**config.mk**
```make
export PLATFORM = sky130hd
export DESIGN_NAME = nfp_predictor
export DESIGN_NICKNAME = d
export VERILOG_FILES = /design/src/rtl/nfp_pkg.sv /design/src/rtl/nfp_btb.sv /design/src/rtl/nfp_dir_sel.sv /design/src/rtl/nfp_mispredict.sv /design/src/rtl/nfp_predictor.sv
export SDC_FILE = /design/constraint.sdc
export NUM_CORES = 2
export LEC_CHECK = 0
export BUFFER_PORTS_ARGS = -buffer_cell sky130_fd_sc_hd__buf_2
export CAP_MARGIN = 5
export CORE_MARGIN = 4
export CORE_UTILIZATION = 50
export DETAILED_ROUTE_END_ITERATION = 10
export MAX_ROUTING_LAYER = met4
export PLACE_DENSITY = 0.74
export SLEW_MARGIN = 5
export SYNTH_ARGS = -nofsm -noshare
export SYNTH_HDL_FRONTEND = slang
export SYNTH_HIERARCHICAL = 1
export SYNTH_SLANG_ARGS = --single-unit
```
**constraint.sdc**
```tcl
create_clock -name clk_i -period 4.4 [get_ports clk_i]
set_input_delay 0.22 -clock clk_i [delete_from_list [all_inputs] [get_ports clk_i]]
set_output_delay 0.22 -clock clk_i [all_outputs]
set_load 0.005 [all_outputs]
```
**src/rtl/nfp_pkg.sv**
```systemverilog
package nfp_pkg;
  parameter int PC_W = 32;

  typedef enum logic [2:0] {
    M_NEVER  = 3'd0,
    M_ALWAYS = 3'd1,
    M_BACK   = 3'd2,
    M_HINT   = 3'd3,
    M_LAST   = 3'd4
  } dir_mode_e;

  typedef struct packed {
    logic [PC_W-1:0] target;
    logic            bwd;
    logic            hint;
    logic            last;
  } btb_ent_t;
endpackage

```
**src/rtl/nfp_btb.sv**
```systemverilog
module nfp_btb import nfp_pkg::*; #(
  parameter int IDX_W = 4
) (
  input  logic            clk_i,
  input  logic            rst_ni,
  input  logic [PC_W-1:0] rd_pc_i,
  output logic            rd_hit_o,
  output btb_ent_t        rd_ent_o,
  input  logic            wr_en_i,
  input  logic [PC_W-1:0] wr_pc_i,
  input  logic [PC_W-1:0] wr_target_i,
  input  logic            wr_taken_i,
  input  logic            wr_hint_i
);
  localparam int ENTRIES = 1 << IDX_W;
  localparam int TAG_W   = PC_W - IDX_W - 2;

  logic [ENTRIES-1:0] valid_q;
  logic [TAG_W-1:0]   tag_q [ENTRIES];
  btb_ent_t           ent_q [ENTRIES];

  logic [IDX_W-1:0] ridx, widx;
  logic [TAG_W-1:0] rtag, wtag;
  logic             wr_hit;

  assign ridx = rd_pc_i[IDX_W+1:2];
  assign rtag = rd_pc_i[PC_W-1:IDX_W+2];
  assign widx = wr_pc_i[IDX_W+1:2];
  assign wtag = wr_pc_i[PC_W-1:IDX_W+2];

  assign rd_hit_o = valid_q[ridx] && (tag_q[ridx] == rtag);
  assign rd_ent_o = ent_q[ridx];
  assign wr_hit   = valid_q[widx] && (tag_q[widx] == wtag);

  always_ff @(posedge clk_i or negedge rst_ni) begin
    if (!rst_ni) begin
      valid_q <= '0;
      for (int i = 0; i < ENTRIES; i++) begin
        tag_q[i] <= '0;
        ent_q[i] <= '0;
      end
    end else if (wr_en_i) begin
      if (wr_hit) begin
        ent_q[widx].last <= wr_taken_i;
        if (wr_taken_i) begin
          ent_q[widx].target <= wr_target_i;
          ent_q[widx].bwd    <= (wr_target_i < wr_pc_i);
        end
      end else if (wr_taken_i) begin
        // allocate / replace; hint captured once here
        valid_q[widx]      <= 1'b1;
        tag_q[widx]        <= wtag;
        ent_q[widx].target <= wr_target_i;
        ent_q[widx].bwd    <= (wr_target_i < wr_pc_i);
        ent_q[widx].hint   <= wr_hint_i;
        ent_q[widx].last   <= 1'b1;
      end
    end
  end


  nt_no_install_chk: assert property (@(posedge clk_i) disable iff (!rst_ni)
    (wr_en_i && !wr_taken_i) |=> $stable(valid_q));


  idle_valid_chk: assert property (@(posedge clk_i) disable iff (!rst_ni)
    !wr_en_i |=> $stable(valid_q));
endmodule

```
**src/rtl/nfp_dir_sel.sv**
```systemverilog
module nfp_dir_sel import nfp_pkg::*; (
  input  logic     clk_i,
  input  logic     rst_ni,
  input  logic [2:0] mode_i,
  input  logic     hit_i,
  input  btb_ent_t ent_i,
  output logic     branch_o,
  output logic     taken_o
);
  dir_mode_e mode;
  assign mode = dir_mode_e'(mode_i);

  always_comb begin
    branch_o = hit_i;
    taken_o  = 1'b0;
    unique case (mode)
      M_ALWAYS: taken_o = hit_i;
      M_BACK:   taken_o = hit_i && ent_i.bwd;
      M_HINT:   taken_o = hit_i && ent_i.hint;
      M_LAST:   taken_o = hit_i && ent_i.last;
      default:  branch_o = 1'b0;
    endcase
  end


  taken_needs_hit_chk: assert property (@(posedge clk_i) disable iff (!rst_ni)
    taken_o |-> hit_i);
endmodule

```
**src/rtl/nfp_mispredict.sv**
```systemverilog
module nfp_mispredict import nfp_pkg::*; #(
  parameter int CNT_W = 16
) (
  input  logic            clk_i,
  input  logic            rst_ni,
  input  logic            res_valid_i,
  input  logic [PC_W-1:0] res_pc_i,
  input  logic [PC_W-1:0] res_target_i,
  input  logic            res_taken_i,
  input  logic [PC_W-1:0] res_pred_pc_i,
  output logic            mispredict_o,
  output logic [CNT_W-1:0] cnt_o
);
  logic [PC_W-1:0] actual_pc;
  logic            miss;

  assign actual_pc = res_taken_i ? res_target_i : res_pc_i + PC_W'(4);
  assign miss      = res_valid_i && (actual_pc != res_pred_pc_i);

  always_ff @(posedge clk_i or negedge rst_ni) begin
    if (!rst_ni) begin
      mispredict_o <= 1'b0;
      cnt_o        <= '0;
    end else begin
      mispredict_o <= miss;
      if (miss && cnt_o != '1) cnt_o <= cnt_o + CNT_W'(1);
    end
  end


  no_res_no_pulse_chk: assert property (@(posedge clk_i) disable iff (!rst_ni)
    !res_valid_i |=> !mispredict_o);


  cnt_step_chk: assert property (@(posedge clk_i) disable iff (!rst_ni)
    mispredict_o |-> (cnt_o == $past(cnt_o) + CNT_W'(1)) ||
                     (cnt_o == '1 && $past(cnt_o) == '1));


  cnt_hold_chk: assert property (@(posedge clk_i) disable iff (!rst_ni)
    !mispredict_o |-> $stable(cnt_o));
endmodule

```
**src/rtl/nfp_predictor.sv**
```systemverilog
module nfp_predictor import nfp_pkg::*; #(
  parameter int IDX_W = 4,
  parameter int CNT_W = 16
) (
  input  logic             clk_i,
  input  logic             rst_ni,
  input  logic [2:0]       mode_i,
  input  logic [PC_W-1:0]  fetch_pc_i,
  output logic [PC_W-1:0]  pred_pc_o,
  output logic             pred_branch_o,
  output logic             pred_taken_o,
  input  logic             res_valid_i,
  input  logic [PC_W-1:0]  res_pc_i,
  input  logic [PC_W-1:0]  res_target_i,
  input  logic             res_taken_i,
  input  logic             res_hint_i,
  input  logic [PC_W-1:0]  res_pred_pc_i,
  output logic             mispredict_o,
  output logic [CNT_W-1:0] mispred_cnt_o
);
  logic     hit;
  btb_ent_t ent;

  nfp_btb #(.IDX_W(IDX_W)) u_btb (
    .clk_i, .rst_ni,
    .rd_pc_i(fetch_pc_i), .rd_hit_o(hit), .rd_ent_o(ent),
    .wr_en_i(res_valid_i), .wr_pc_i(res_pc_i), .wr_target_i(res_target_i),
    .wr_taken_i(res_taken_i), .wr_hint_i(res_hint_i)
  );

  nfp_dir_sel u_dir (
    .clk_i, .rst_ni, .mode_i, .hit_i(hit), .ent_i(ent),
    .branch_o(pred_branch_o), .taken_o(pred_taken_o)
  );

  nfp_mispredict #(.CNT_W(CNT_W)) u_mis (
    .clk_i, .rst_ni, .res_valid_i, .res_pc_i, .res_target_i, .res_taken_i,
    .res_pred_pc_i, .mispredict_o, .cnt_o(mispred_cnt_o)
  );

  assign pred_pc_o = pred_taken_o ? ent.target : fetch_pc_i + PC_W'(4);


  never_mode_chk: assert property (@(posedge clk_i) disable iff (!rst_ni)
    (mode_i == 3'd0) |-> (!pred_branch_o && !pred_taken_o));
endmodule

```
==> summary.md <==
| Metric | Value |
|---|---|
| CP most frequent cell | buf_4 |
| Hold Path Depth | 4 |
| Failing checks | setup timing |
| Most common cell after layout, fill and taps aside | dfrtp_1 |
| Vias in the first global route | between 30k and 40k |
| Max clock buf depth | 3 |
| DIE WIDTH | 338 um |
| CP Capture Type | primary output |
| GP Congestion | slightly below 1 |
| CTS tree | yes |
| Placed cell area | 58200 sq um |
| Worst setup margin | -0.451 ns |
| DRC errors left | 0 |
| Cell Rows | 120 |
| Vias per cell | 6.65 |
| Leak Pwr | 28.3 nW |
| Most frequent cells in the layout | dfrtp_1, mux2_2, nand2_1, mux4_2, mux2_4 |
| Worst setup SP type | flop |
| Post-synth cell types | 94 |
| CP max FO | 4 |
| Initial Util | 0.505 |
| Slew @ Worst Pin | 1.30 ns |
| Relative slew slack | 0.124 |
| Initial antenna violation count | 13 |
| Post-layout net count | 4291 |
| Syn Inst Count | about 3.9k |
| Seq/Total Area, Yosys | 0.465 |
| Synthesis Warnings | 6 |
| Asr flop ratio synth | 1.00 |
| Top_reg_cell synth | dfrtp_1 |
| Synth top area cells | dfrtp_1, mux4_2, mux2_2 |
| Fin crit share | 1.10 |
| Hold endpoint | u_btb/ent_q[543]$_DFFE_PN0P_ |
| Pins over their slew limit | 0 |
| Reg2reg start | u_btb/tag_q[284]$_DFFE_PN0P_ |
| Initial DRC Count | 4843 |
| DR WL/cell | 30.8 um |
| Die Area | 114000 sq um |
| Min-delay src | res_target_i[15] |
| Status | finished, violations left |
| Arr. time, crit path | 4.63 ns |
| GRT overflow | 0 |
| Area Growth Syn to Fin | 15.2% |
| Number of buffers created by CTS | 104 |
| Fin cells | 5628 |
| Core Area | 108000 sq um |
| Syn_area_per_cell | 14.1 sq um |
| R2R Setup Slk | 0.41 ns |
| Layout cells sized above 1 | 0.456 |
| VDD IR max | 0.000357 V |
| Worst reg-to-reg path cell count | 11 |
| Clk slew on worst S/H paths | ~0.06 ns |
| Slowest stage delay, CP | 0.59 ns |
| Max Clock Skew | 0.0436 ns |
| Synth Net Count | 4032 |
| GRT Overall Usage | 0.313 |
| Crit Path Category | reg -> out |
| # setup viols final | 33 |
| Inst Count DP | 5375 |
| Drt pass-1 iters | 6 |
| Clk sink count | 1009 |
| Final hold violation count | 0 |
| Via count | approximately 37k |
| Post-Syn Area | 54300 sq um |
| Reg-to-reg endpoint | u_btb/tag_q[17]$_DFFE_PN0P_ |
| CP Cell Sequence | mux4_2, mux4_2, xnor2_1, buf_4, nand4_1, or4_4, nor4_4, buf_4, and3_4, a21boi_4, buf_4, mux2_4, buf_6 |
| Skew-Pair Late Insertion Delay | 0.73 ns |
| Worst hold path class | in -> reg |
| Die height | around 340 um |
| Post-synthesis register bit count | 1009 |
| Hold_ws | about 0.049 ns |
| Pre-CTS WS | -0.622 ns |
| Final min period | around 4.9 ns |
| Slowest-stage cell, CP | or4_4 |
| RSZ-0062 raised after global routing | yes |
| PwrDens | approximately 440 nW/um^2 |
| IO Count | 187 |
| Pin count of the biggest net entering global routing | 126 |
| Post-synth EDFFs | 0 |
| Max Cap Viol | 0 |
| Port Buf Inserts | roughly 190 |
| Area leader, netlist | dfrtp_1 |
| Dpl hpwl | 116000 um |
| Share of the synthesized area in the top cell type | 0.465 |
| DRT antenna net count | 0 |
| Root Buffer Master | clkbuf_16 |
| Max frequency | about 0.21 GHz |
| Global-route wire length before repair | 255000 um |
| Data required, critical path | 4.18 ns |
| Sum Neg Setup Slack | -12.47 ns |
| Post-Layout Inst Area | 62600 sq um |
| Clock H-tree levels | 3 |
| Total wire length | about 170000 um |
==> worst max-delay path: cells and delay by family (launching register included) <==
family	cells	cell delay, ns
and+or+nand+nor	4	1.12
buffers and inverters	4	0.71
muxes	3	1.28
DFF	1	0.41
xor gates and xnor gates	1	0.16
AOI/OAI and AO/OA	1	0.25
==> worst max-delay path by stage <==
stage,startpoint,slack (ns),end,cells past startpoint
after floorplan,fetch_pc_i[2],0.02,pred_pc_o[21],14
after global placement,fetch_pc_i[2],-0.66,pred_pc_o[28],15
after detailed placement,fetch_pc_i[2],-0.62,pred_pc_o[28],15
after CTS,u_btb/tag_q[253]$_DFFE_PN0P_,-0.51,pred_pc_o[27],15
after global routing,u_btb/tag_q[5]$_DFFE_PN0P_,-0.48,pred_pc_o[31],15
final,u_btb/tag_q[331]$_DFFE_PN0P_,-0.45,pred_pc_o[1],13
==> timing repair <==
| item | in CTS | in global routing |
|---|---|---|
| buffers inserted | 6 | 5 |
| resized for setup | 53 | 19 |
| hold buffers | 32 | 0 |
| cloned | 1 | 2 |
| endpoints found under the hold margin | 204 | 0 |
| pin swaps | 1 | 2 |
| endpoints found under the setup margin | 34 | 34 |
==> report_power, final <==
part	internal (mW)	leakage, nW	total, mW	switching [mW]
sequential	11.1	12.9	12.3	1.24
combinational	3.38	13.6	5.87	2.49
clock	5.42	1.80	9.35	3.93
total	19.9	28.3	27.6	7.66
==> synthesized netlist by cell type (all sizes together), types with 8 or more instances <==
cell type  instances
and3              17
a21oi             18
ha                34
a22oi             11
or4                9
mux4             410
inv               52
or3               17
nand2b            26
clkbuf           200
xnor2             99
a31oi             29
o21ai             50
nor2b              8
a21o              11
mux2i             54
nand2            484
nor2              61
o22a              18
mux2             844
nand3             56
nor4              21
buf              110
dfrtp           1009
and4              10
nor3              19
nand4             54
xor2              28
==> registers in the layout, summed over array words and instances (netlist names) <==
register            cells
u_btb/ent_q           560
u_btb/tag_q           416
u_btb/valid_q          16
u_mis/cnt_o            16
u_mis/mispredict_o      1
==> metrics by stage <==
step                      utilization  power, mW
after global placement          0.541       17.8
final                           0.582       27.6
after detailed placement        0.541       18.1
after floorplan                     -       16.1
after global routing            0.582       28.6
after CTS                       0.580       27.5
==> metal layers <==
| metal | up-vias | global-route usage | share of wire |
|---|---|---|---|
| met3 | 424 | 0.104 | 0.13 |
| met2 | 2332 | 0.433 | 0.43 |
| met4 | 0 | 0.122 | 0.045 |
| met1 | 19700 | 0.430 | 0.40 |
| li1 | 14900 | - | - |
| met5 | - | - | 0 |
==> kinds of logic after synthesis <==
kind of cell,after synthesis,synth area share
DFF,1009,0.465
and+or+nand+nor,808,0.0739
buffers and inverters,364,0.0360
muxes,1308,0.369
adders and majority gates,34,0.00783
AOI/OAI and AO/OA,212,0.0279
xor gates and xnor gates,127,0.0205
==> cell type report <==
class,instances,area (sq um)
Fill cell,8266,44900
Multi-Input combinational cell,2489,27400
Clock buffer,160,3170
Tap cell,1403,1760
Inverter,54,208
Sequential cell,1009,25200
Clock inverter,35,505
Antenna cell,15,37.5
Timing Repair Buffer,463,4230
Power figures use the tool's default switching activity.
